===== config.mk =====
export PLATFORM = sky130hd
export DESIGN_NAME = line_fill_seq
export DESIGN_NICKNAME = d
export VERILOG_FILES = /design/src/rtl/lfs_pkg.sv /design/src/rtl/lfs_word_seq.sv /design/src/rtl/lfs_line_buf.sv /design/src/rtl/line_fill_seq.sv
export SDC_FILE = /design/constraint.sdc
export NUM_CORES = 1
export LEC_CHECK = 0
export BUFFER_PORTS_ARGS = -buffer_cell sky130_fd_sc_hd__buf_4
export CAP_MARGIN = 20
export CORE_UTILIZATION = 35
export CTS_CLUSTER_DIAMETER = 40
export DETAILED_ROUTE_END_ITERATION = 16
export MAX_ROUTING_LAYER = met4
export PLACE_DENSITY = 0.68
export RECOVER_POWER = 50
export SLEW_MARGIN = 30
export SYNTH_ARGS = -nofsm -noshare
export SYNTH_HDL_FRONTEND = slang
export SYNTH_SLANG_ARGS = --single-unit

===== constraint.sdc =====
create_clock -name clk -period 2.9 [get_ports clk]
set_input_delay 0.145 -clock clk [delete_from_list [all_inputs] [get_ports clk]]
set_output_delay 0.145 -clock clk [all_outputs]
set_load 0.005 [all_outputs]

===== src/rtl/lfs_pkg.sv =====
package lfs_pkg;
    typedef enum logic [1:0] {
        ST_IDLE = 2'd0,
        ST_REQ  = 2'd1,
        ST_RSP  = 2'd2
    } lfs_state_e;

    localparam logic [1:0] SIZE_WORD = 2'b00;
    localparam logic [1:0] SIZE_LINE = 2'b11;
endpackage


===== src/rtl/lfs_word_seq.sv =====
module lfs_word_seq #(
    parameter int IDX_W = 2
) (
    input  logic [IDX_W-1:0] start_i,
    input  logic [IDX_W-1:0] beat_i,
    output logic [IDX_W-1:0] idx_o
);
    // modulo add wraps inside the line
    assign idx_o = start_i + beat_i;
endmodule


===== src/rtl/lfs_line_buf.sv =====
module lfs_line_buf #(
    parameter int WORDS  = 4,
    parameter int DATA_W = 32,
    localparam int IDX_W = $clog2(WORDS)
) (
    input  logic                    clk,
    input  logic                    rst_n,
    input  logic                    we_i,
    input  logic [IDX_W-1:0]        widx_i,
    input  logic [DATA_W-1:0]       wdata_i,
    output logic [WORDS*DATA_W-1:0] line_o
);
    for (genvar g = 0; g < WORDS; g++) begin : g_word
        logic [DATA_W-1:0] word_q;
        always_ff @(posedge clk or negedge rst_n) begin
            if (!rst_n) begin
                word_q <= '0;
            end else if (we_i && (widx_i == IDX_W'(g))) begin
                word_q <= wdata_i;
            end
        end
        assign line_o[g*DATA_W +: DATA_W] = word_q;
    end
endmodule


===== src/rtl/line_fill_seq.sv =====
module line_fill_seq #(
    parameter int ADDR_W = 32,
    parameter int DATA_W = 32,
    parameter int WORDS  = 4,
    localparam int IDX_W = $clog2(WORDS),
    localparam int OFF_W = IDX_W + 2
) (
    input  logic                    clk,
    input  logic                    rst_n,
    input  logic                    miss_valid,
    output logic                    miss_ready,
    input  logic [ADDR_W-1:0]       miss_addr,
    input  logic                    burst_en,
    output logic                    rd_req_valid,
    input  logic                    rd_req_ready,
    output logic [ADDR_W-1:0]       rd_req_addr,
    output logic [1:0]              rd_req_size,
    input  logic                    rd_rsp_valid,
    output logic                    rd_rsp_ready,
    input  logic [DATA_W-1:0]       rd_rsp_data,
    input  logic                    rd_rsp_wp_fault,
    output logic                    arr_we,
    output logic [IDX_W-1:0]        arr_widx,
    output logic [DATA_W-1:0]       arr_wdata,
    output logic                    crit_valid,
    output logic [DATA_W-1:0]       crit_data,
    output logic                    fill_done,
    output logic                    fill_err,
    output logic [ADDR_W-1:0]       err_addr,
    output logic [WORDS*DATA_W-1:0] line_data
);
    import lfs_pkg::*;

    localparam logic [IDX_W-1:0] LAST_BEAT = IDX_W'(WORDS - 1);

    typedef struct packed {
        lfs_state_e       st;
        logic [ADDR_W-1:0] addr;
        logic             burst;
        logic [IDX_W-1:0] beat;
    } ctl_t;

    ctl_t ctl_d, ctl_q;

    logic [IDX_W-1:0] word_idx;
    logic             rsp_hs;
    logic             beat_ok;

    lfs_word_seq #(.IDX_W(IDX_W)) i_word_seq (
        .start_i (ctl_q.addr[OFF_W-1:2]),
        .beat_i  (ctl_q.beat),
        .idx_o   (word_idx)
    );

    lfs_line_buf #(.WORDS(WORDS), .DATA_W(DATA_W)) i_line_buf (
        .clk     (clk),
        .rst_n   (rst_n),
        .we_i    (arr_we),
        .widx_i  (word_idx),
        .wdata_i (rd_rsp_data),
        .line_o  (line_data)
    );

    always_comb begin
        ctl_d = ctl_q;

        miss_ready   = (ctl_q.st == ST_IDLE);
        rd_req_valid = (ctl_q.st == ST_REQ);
        rd_rsp_ready = (ctl_q.st == ST_RSP);
        rd_req_addr  = {ctl_q.addr[ADDR_W-1:OFF_W], word_idx, 2'b00};
        rd_req_size  = ctl_q.burst ? SIZE_LINE : SIZE_WORD;

        rsp_hs  = rd_rsp_ready && rd_rsp_valid;
        beat_ok = rsp_hs && !rd_rsp_wp_fault;

        arr_we     = beat_ok;
        arr_widx   = word_idx;
        arr_wdata  = rd_rsp_data;
        crit_valid = beat_ok && (ctl_q.beat == '0);
        crit_data  = rd_rsp_data;
        fill_done  = beat_ok && (ctl_q.beat == LAST_BEAT);
        fill_err   = rsp_hs && rd_rsp_wp_fault;
        err_addr   = ctl_q.addr;

        unique case (ctl_q.st)
            ST_IDLE: begin
                if (miss_valid) begin
                    ctl_d.st    = ST_REQ;
                    ctl_d.addr  = miss_addr;
                    ctl_d.burst = burst_en;
                    ctl_d.beat  = '0;
                end
            end
            ST_REQ: begin
                if (rd_req_ready) ctl_d.st = ST_RSP;
            end
            ST_RSP: begin
                if (fill_err || fill_done) begin
                    ctl_d.st = ST_IDLE;
                end else if (beat_ok) begin
                    ctl_d.beat = ctl_q.beat + 1'b1;
                    if (!ctl_q.burst) ctl_d.st = ST_REQ;
                end
            end
            default: ctl_d.st = ST_IDLE;
        endcase
    end

    always_ff @(posedge clk or negedge rst_n) begin
        if (!rst_n) begin
            ctl_q <= '{st: ST_IDLE, addr: '0, burst: 1'b0, beat: '0};
        end else begin
            ctl_q <= ctl_d;
        end
    end
endmodule


==> flow_summary.json, run 1 <==
{
  "outcome": "finished, violations left",
  "violations": "capacitance limit, slew limit",
  "drive_above_1_share_pct": 57.82,
  "cpLargestDelayFamily": "simple AND/OR/NAND/NOR gates",
  "grt_overflow": 0,
  "post_cts_buffers": 0,
  "hold_viol": 0,
  "start_util_pct": 36.13,
  "power_density_nw_per_um2": 986.0,
  "timing.setup.tns_ns": 0,
  "clock_skew_ns": 0.01086,
  "grt_max_degree": 82,
  "peakVddDrop_v": 0.0004030,
  "syn_inst": 507,
  "hp-start": "miss_valid",
  "routed-via-count": 4689,
  "post-synth-top-area-cell": "dfrtp_1",
  "rsz0062_at_grt": "no",
  "grt_pass1_wl_microns": 27880,
  "core_sq_um": 20430,
  "ys_seq_elements": 165,
  "synth_commonest_cells": "dfrtp_1 (165), buf_4 (130), mux2_2 (128), mux2_4 (30), buf_2 (13)",
  "grt_usage_pct": 17.19,
  "slew_headroom_pct": -16.16,
  "die_h_microns": 147.2,
  "path_buf_inv": 1,
  "syn_avg_cell_area_sq_um": 14.56,
  "setup_violations": 0,
  "routed_via_density": 4.386,
  "diodes": 0,
  "clk_pin_slew_ns": 0.07,
  "ff2ff_setup_slack_ns": 0.52,
  "synth_ff_type": "dfrtp_1",
  "grt_pass1_vias": 4868,
  "async_flop_share_pct": 100.0,
  "critical_path_arrival_ns": 2.69,
  "route.detailed.drc": 0,
  "portBuffers": 335,
  "max_stage_delay_ns": 0.47,
  "synth_edf_count": 0,
  "required_ns": 3.20,
  "cts.sinks": 165,
  "hold_class": "input port to flop",
  "wl_per_cell_microns": 16.59,
  "die_w_microns": 147.2,
  "cts_tree": "done",
  "r2r_cells": 5,
  "cts_made_buffers": 17,
  "area_growth_pct": 38.00,
  "period_share_pct": 82.16,
  "clk-insertion-delay-late_ns": 0.42,
  "place_hpwl_microns": 12000,
  "start_kind": "flop",
  "crit_fanout": 32,
  "whs_path_depth": 3,
  "multiInputGateArea_sq_um": 2178,
  "boundaryPins": 338,
  "gp_congestion": 0.7188,
  "critical_path_class": "flop to flop",
  "wirelength_microns": 17740,
  "clock.fmax_mhz": 419.7,
  "die_area_sq_um": 21680,
  "fill_cells": 1919,
  "cts_max_level": 4,
  "synth_top_cell_area_share_pct": 55.93,
  "fin_area_sq_um": 10190,
  "regArea_sq_um": 4129,
  "final_nets": 860,
  "yosys-top-cells-area": "dfrtp_1 (56%), mux2_2 (20%), buf_4 (13%), mux2_4 (6.1%), buf_2 (0.88%)",
  "yosys_warnings": 0,
  "cts_root_buffer": "clkbuf_16",
  "cts_buffer_depth": 2,
  "endpoint_kind": "flop",
  "r2r-end": "i_line_buf.g_word[1].word_q[17]$_DFFE_PN0P_",
  "dr.pass1.iters": 3,
  "cp_cell_sequence": "ha_1 > xor3_2 > or3_2 > buf_4 > mux2_4",
  "drt_iter0_drc": 131,
  "r2r_start": "err_addr[2]$_DFFE_PN0P_",
  "num_rows": 52,
  "cp_slowest_cell": "or3_2",
  "yosysMostFrequentCell": "dfrtp_1",
  "maxCapViolCount": 1,
  "yosysSeqAreaShare_pct": 55.93,
  "tightest_slew_ns": 1.742,
  "ys_types": 31,
  "fin_crit_ns": 2.383,
  "min_to": "ctl_q[35]$_DFFE_PN0P_",
  "place_area_sq_um": 9275,
  "postRouteAntennaNets": 0,
  "slew_viol_final": 65,
  "cp-startpoint": "err_addr[2]$_DFFE_PN0P_",
  "power.leakage_nw": 5.084,
  "synth_area_sq_um": 7382,
  "antenna_found_initial": 0
}
## report_power, final
part,internal [mW],total (mW),leakage (nW),switching [mW]
combinational,2.41,3.78,2.66,1.37
clock,1.25,2.29,0.285,1.04
sequential,3.35,3.97,2.14,0.622
total,7.01,10.0,5.08,3.03
## per-stage QoR
stage	worst slack, ns	total power, mW	hold WS [ns]	instances	util [%]
after floorplan	0.8414	6.154	-0.1506	508	-
after global placement	0.5638	8.048	0.1784	975	45.40
after detailed placement	0.5176	8.136	0.1790	975	45.40
after CTS	0.5059	10.54	0.0001499	1067	51.26
after global routing	0.4197	10.68	0.08179	1069	49.87
final	0.5173	10.04	0.06120	1069	49.87
## metal layers
layer,GRT usage (%),vias up,part of all wire [%]
met1,20.98,2321,42
met5,-,-,0
met3,4.193,14,6.6
met2,28.37,195,51
met4,4.639,0,0.94
li1,-,2159,-
## flip-flops by register name, indices dropped and copies added, names as in the netlist
name and flops:
i_line_buf.g_word.word_q 128, ctl_q 5, err_addr 32
## placed cells by master, fill, tap and decap left out, types with 2 or more instances in the layout
master,synthesis,layout
mux2_2,128,128
and2_1,2,2
conb_1,1,2
clkinvlp_4,0,3
mux2_1,3,3
dlygate4sd3_1,0,62
nor2b_1,2,2
clkbuf_16,0,17
o211ai_1,2,2
clkbuf_4,0,153
dfrtp_1,165,165
clkbuf_2,0,2
inv_8,0,4
inv_1,5,5
buf_12,0,2
mux2_4,30,30
buf_4,130,108
inv_6,0,5
clkbuf_1,1,79
ha_1,3,3
## worst max-delay path by stage
stage	endpoint	slack, ns	cells past startpoint
floorplan	i_line_buf.g_word[1].word_q[10]$_DFFE_PN0P_	0.84	6
global placement	i_line_buf.g_word[1].word_q[18]$_DFFE_PN0P_	0.56	5
detailed placement	i_line_buf.g_word[1].word_q[18]$_DFFE_PN0P_	0.52	5
CTS	i_line_buf.g_word[1].word_q[22]$_DFFE_PN0P_	0.51	5
global route	i_line_buf.g_word[1].word_q[2]$_DFFE_PN0P_	0.42	5
finish	i_line_buf.g_word[1].word_q[17]$_DFFE_PN0P_	0.52	5
## final cells by class
class | instances | share of cell area, %
multi-input cells | 191 | 21.38
flip-flops and latches | 165 | 40.53
well taps | 270 | 3.316
repair buffers | 406 | 28.73
clock buffers | 18 | 4.311
clock inverters | 14 | 1.548
inverters | 5 | 0.1842
## tightest hold or removal path: cells and delay by family
kind	cells	cell delay, ns
compound gates	2	0.21
buf+inv	1	0.08
## logic make-up after synthesis
group	Yosys count	share of synthesized area, %
flip-flops	165	55.93
multiplexers	162	26.22
buffers and inverters	152	14.86
AND/OR/NAND/NOR	16	1.441
AO/OA/AOI/OAI	7	0.6440
adder cells (fa/ha/maj)	3	0.5085
other	1	0.05080
XOR/XNOR	1	0.3389
## timing repair
item,CTS,global route
resized for setup,0,0
endpoints found under the hold margin,184,3
hold buffers,60,2
setup endpoints to repair,0,0
Note: power is estimated with default switching activity, not from simulation.
==> inputs of run 2 (changes only) <==
==> constraint.sdc (replaced) <==
create_clock -name clk -period 2.2 [get_ports clk]
set_input_delay 0.11 -clock clk [delete_from_list [all_inputs] [get_ports clk]]
set_output_delay 0.11 -clock clk [all_outputs]
set_load 0.005 [all_outputs]
==> flow_summary.json, run 2 (synthesis results as in run 1) <==
{
  "cp_slowest_cell": "or3_2",
  "place_hpwl_microns": 12820,
  "grt_usage_pct": 17.77,
  "required_ns": 2.50,
  "hold_viol": 0,
  "power_density_nw_per_um2": 1301,
  "whs_path_depth": 3,
  "largest_register_ffs": 128,
  "r2r_cells": 4,
  "hold_class": "input port to flop",
  "grt_overflow": 0,
  "slew_headroom_pct": 17.89,
  "rsz0062_at_grt": "no",
  "critical_path_class": "flop to flop",
  "layout_commonest_cell": "buf_4",
  "boundaryPins": 338,
  "clk-insertion-delay-late_ns": 0.42,
  "die_h_microns": 147.2,
  "num_rows": 52,
  "wl_per_cell_microns": 16.94,
  "r2r-end": "i_line_buf.g_word[1].word_q[2]$_DFFE_PN0P_",
  "cts_tree": "done",
  "clock_skew_ns": 0.008969,
  "clock.fmax_mhz": 499.7,
  "dr.pass1.iters": 4,
  "period_share_pct": 90.96,
  "slew_viol_final": 0,
  "outcome": "finished clean",
  "cts_made_buffers": 17,
  "route.detailed.drc": 0,
  "routed_via_density": 4.433,
  "timing.setup.tns_ns": 0,
  "r2r_start": "err_addr[3]$_DFFE_PN0P_",
  "cts_max_level": 4,
  "final_util_pct": 51.37,
  "die_w_microns": 147.2,
  "cts_root_buffer": "clkbuf_16",
  "drt_iter0_drc": 89,
  "power.leakage_nw": 5.305,
  "tightest_slew_ns": 1.232,
  "die_area_sq_um": 21680,
  "routed-via-count": 4801,
  "crit_fanout": 17,
  "timing.hold.ws_ns": 0.04353,
  "final_cell_mix": "buf_4 (209), dfrtp_1 (165), mux2_2 (128), clkbuf_4 (78), dlygate4sd3_1 (67)",
  "area_growth_pct": 42.17,
  "peakVddDrop_v": 0.0005243,
  "ff2ff_setup_slack_ns": 0.20,
  "gp_congestion": 0.7508,
  "drive_above_1_share_pct": 61.01,
  "critical_path_arrival_ns": 2.30,
  "grt_pass1_vias": 4974,
  "hp-start": "miss_valid",
  "cts_buffer_depth": 2,
  "grt_pass1_wl_microns": 28520,
  "clk_pin_slew_ns": 0.07,
  "setup_violations": 0,
  "min_to": "ctl_q[35]$_DFFE_PN0P_",
  "cp_cell_sequence": "xor3_2 > or3_2 > buf_12 > mux2_4",
  "final_nets": 874,
  "portBuffers": 335,
  "grt_max_degree": 58,
  "diodes": 0,
  "fin_crit_ns": 2.001,
  "cts.sinks": 165,
  "maxCapViolCount": 0,
  "endpoint_kind": "flop",
  "max_stage_delay_ns": 0.53,
  "post_cts_buffers": 0,
  "top_register": "i_line_buf.g_word.word_q",
  "wirelength_microns": 18340,
  "postRouteAntennaNets": 0,
  "antenna_found_initial": 0,
  "start_kind": "flop",
  "core_sq_um": 20430,
  "start_util_pct": 36.13
}
==> run 2: report_power, final <==
group / switching (mW) / internal, mW
registers: 0.831 / 4.41
logic: 1.89 / 3.52
clock network: 1.38 / 1.62
==> run 2: timing repair <==
| action | 4_1_cts | 5_1_grt |
|---|---|---|
| hold endpoints to repair | 205 | 0 |
| hold buffers | 67 | 0 |
| gates resized for setup | 0 | 0 |
| setup endpoints to repair | 0 | 4 |
==> run 2: how the worst max path moves through the flow <==
| stage | start | endpoint | slack, ns | depth (start not counted) |
|---|---|---|---|---|
| floorplan | ctl_q[0]$_DFFE_PN0P_ | i_line_buf.g_word[1].word_q[10]$_DFFE_PN0P_ | 0.14 | 6 |
| global placement | err_addr[2]$_DFFE_PN0P_ | i_line_buf.g_word[1].word_q[10]$_DFFE_PN0P_ | 0.09 | 5 |
| detailed placement | ctl_q[0]$_DFFE_PN0P_ | i_line_buf.g_word[1].word_q[20]$_DFFE_PN0P_ | 0.06 | 5 |
| CTS | ctl_q[0]$_DFFE_PN0P_ | i_line_buf.g_word[1].word_q[2]$_DFFE_PN0P_ | 0.05 | 5 |
| global route | err_addr[3]$_DFFE_PN0P_ | i_line_buf.g_word[0].word_q[10]$_DFFE_PN0P_ | 0.13 | 5 |
| finish | err_addr[3]$_DFFE_PN0P_ | i_line_buf.g_word[1].word_q[2]$_DFFE_PN0P_ | 0.20 | 4 |
==> run 2: layout make-up <==
| cell class | instances | area, sq um |
|---|---|---|
| Clock buffer | 17 | 425.4 |
| Multi-Input combinational cell | 191 | 2178 |
| Timing Repair Buffer | 420 | 3238 |
| Clock inverter | 15 | 167.7 |
| Fill cell | 1878 | 9935 |
| Tap cell | 270 | 337.8 |
| Inverter | 5 | 18.77 |
| Sequential cell | 165 | 4129 |
==> run 2: through the flow <==
stage	cells	power (mW)	instance area (sq um)	setup WS [ns]
after CTS	1083	14.05	10710	0.05139
after detailed placement	984	10.89	9443	0.06137
after global routing	1083	14.49	10500	0.1276
after global placement	984	10.75	9443	0.08708
after floorplan	508	8.112	7386	0.1414
final	1083	13.65	10500	0.1989
==> run 2: metal layers <==
layer / GRT usage (%) / up-vias / routed length, microns
met4: 4.845 / 0 / 206
met5: - / - / 0
li1: - / 2184 / -
met3: 5.062 / 15 / 1152
met2: 29.62 / 202 / 9404
met1: 20.93 / 2400 / 7579
==> run 2: critical path: cells and delay by family, from the launching register on <==
family / cells / cell delay [ns]
xor+xnor: 1 / 0.45
simple gates: 1 / 0.53
flops: 1 / 0.39
mux: 1 / 0.31
buf+inv: 1 / 0.20
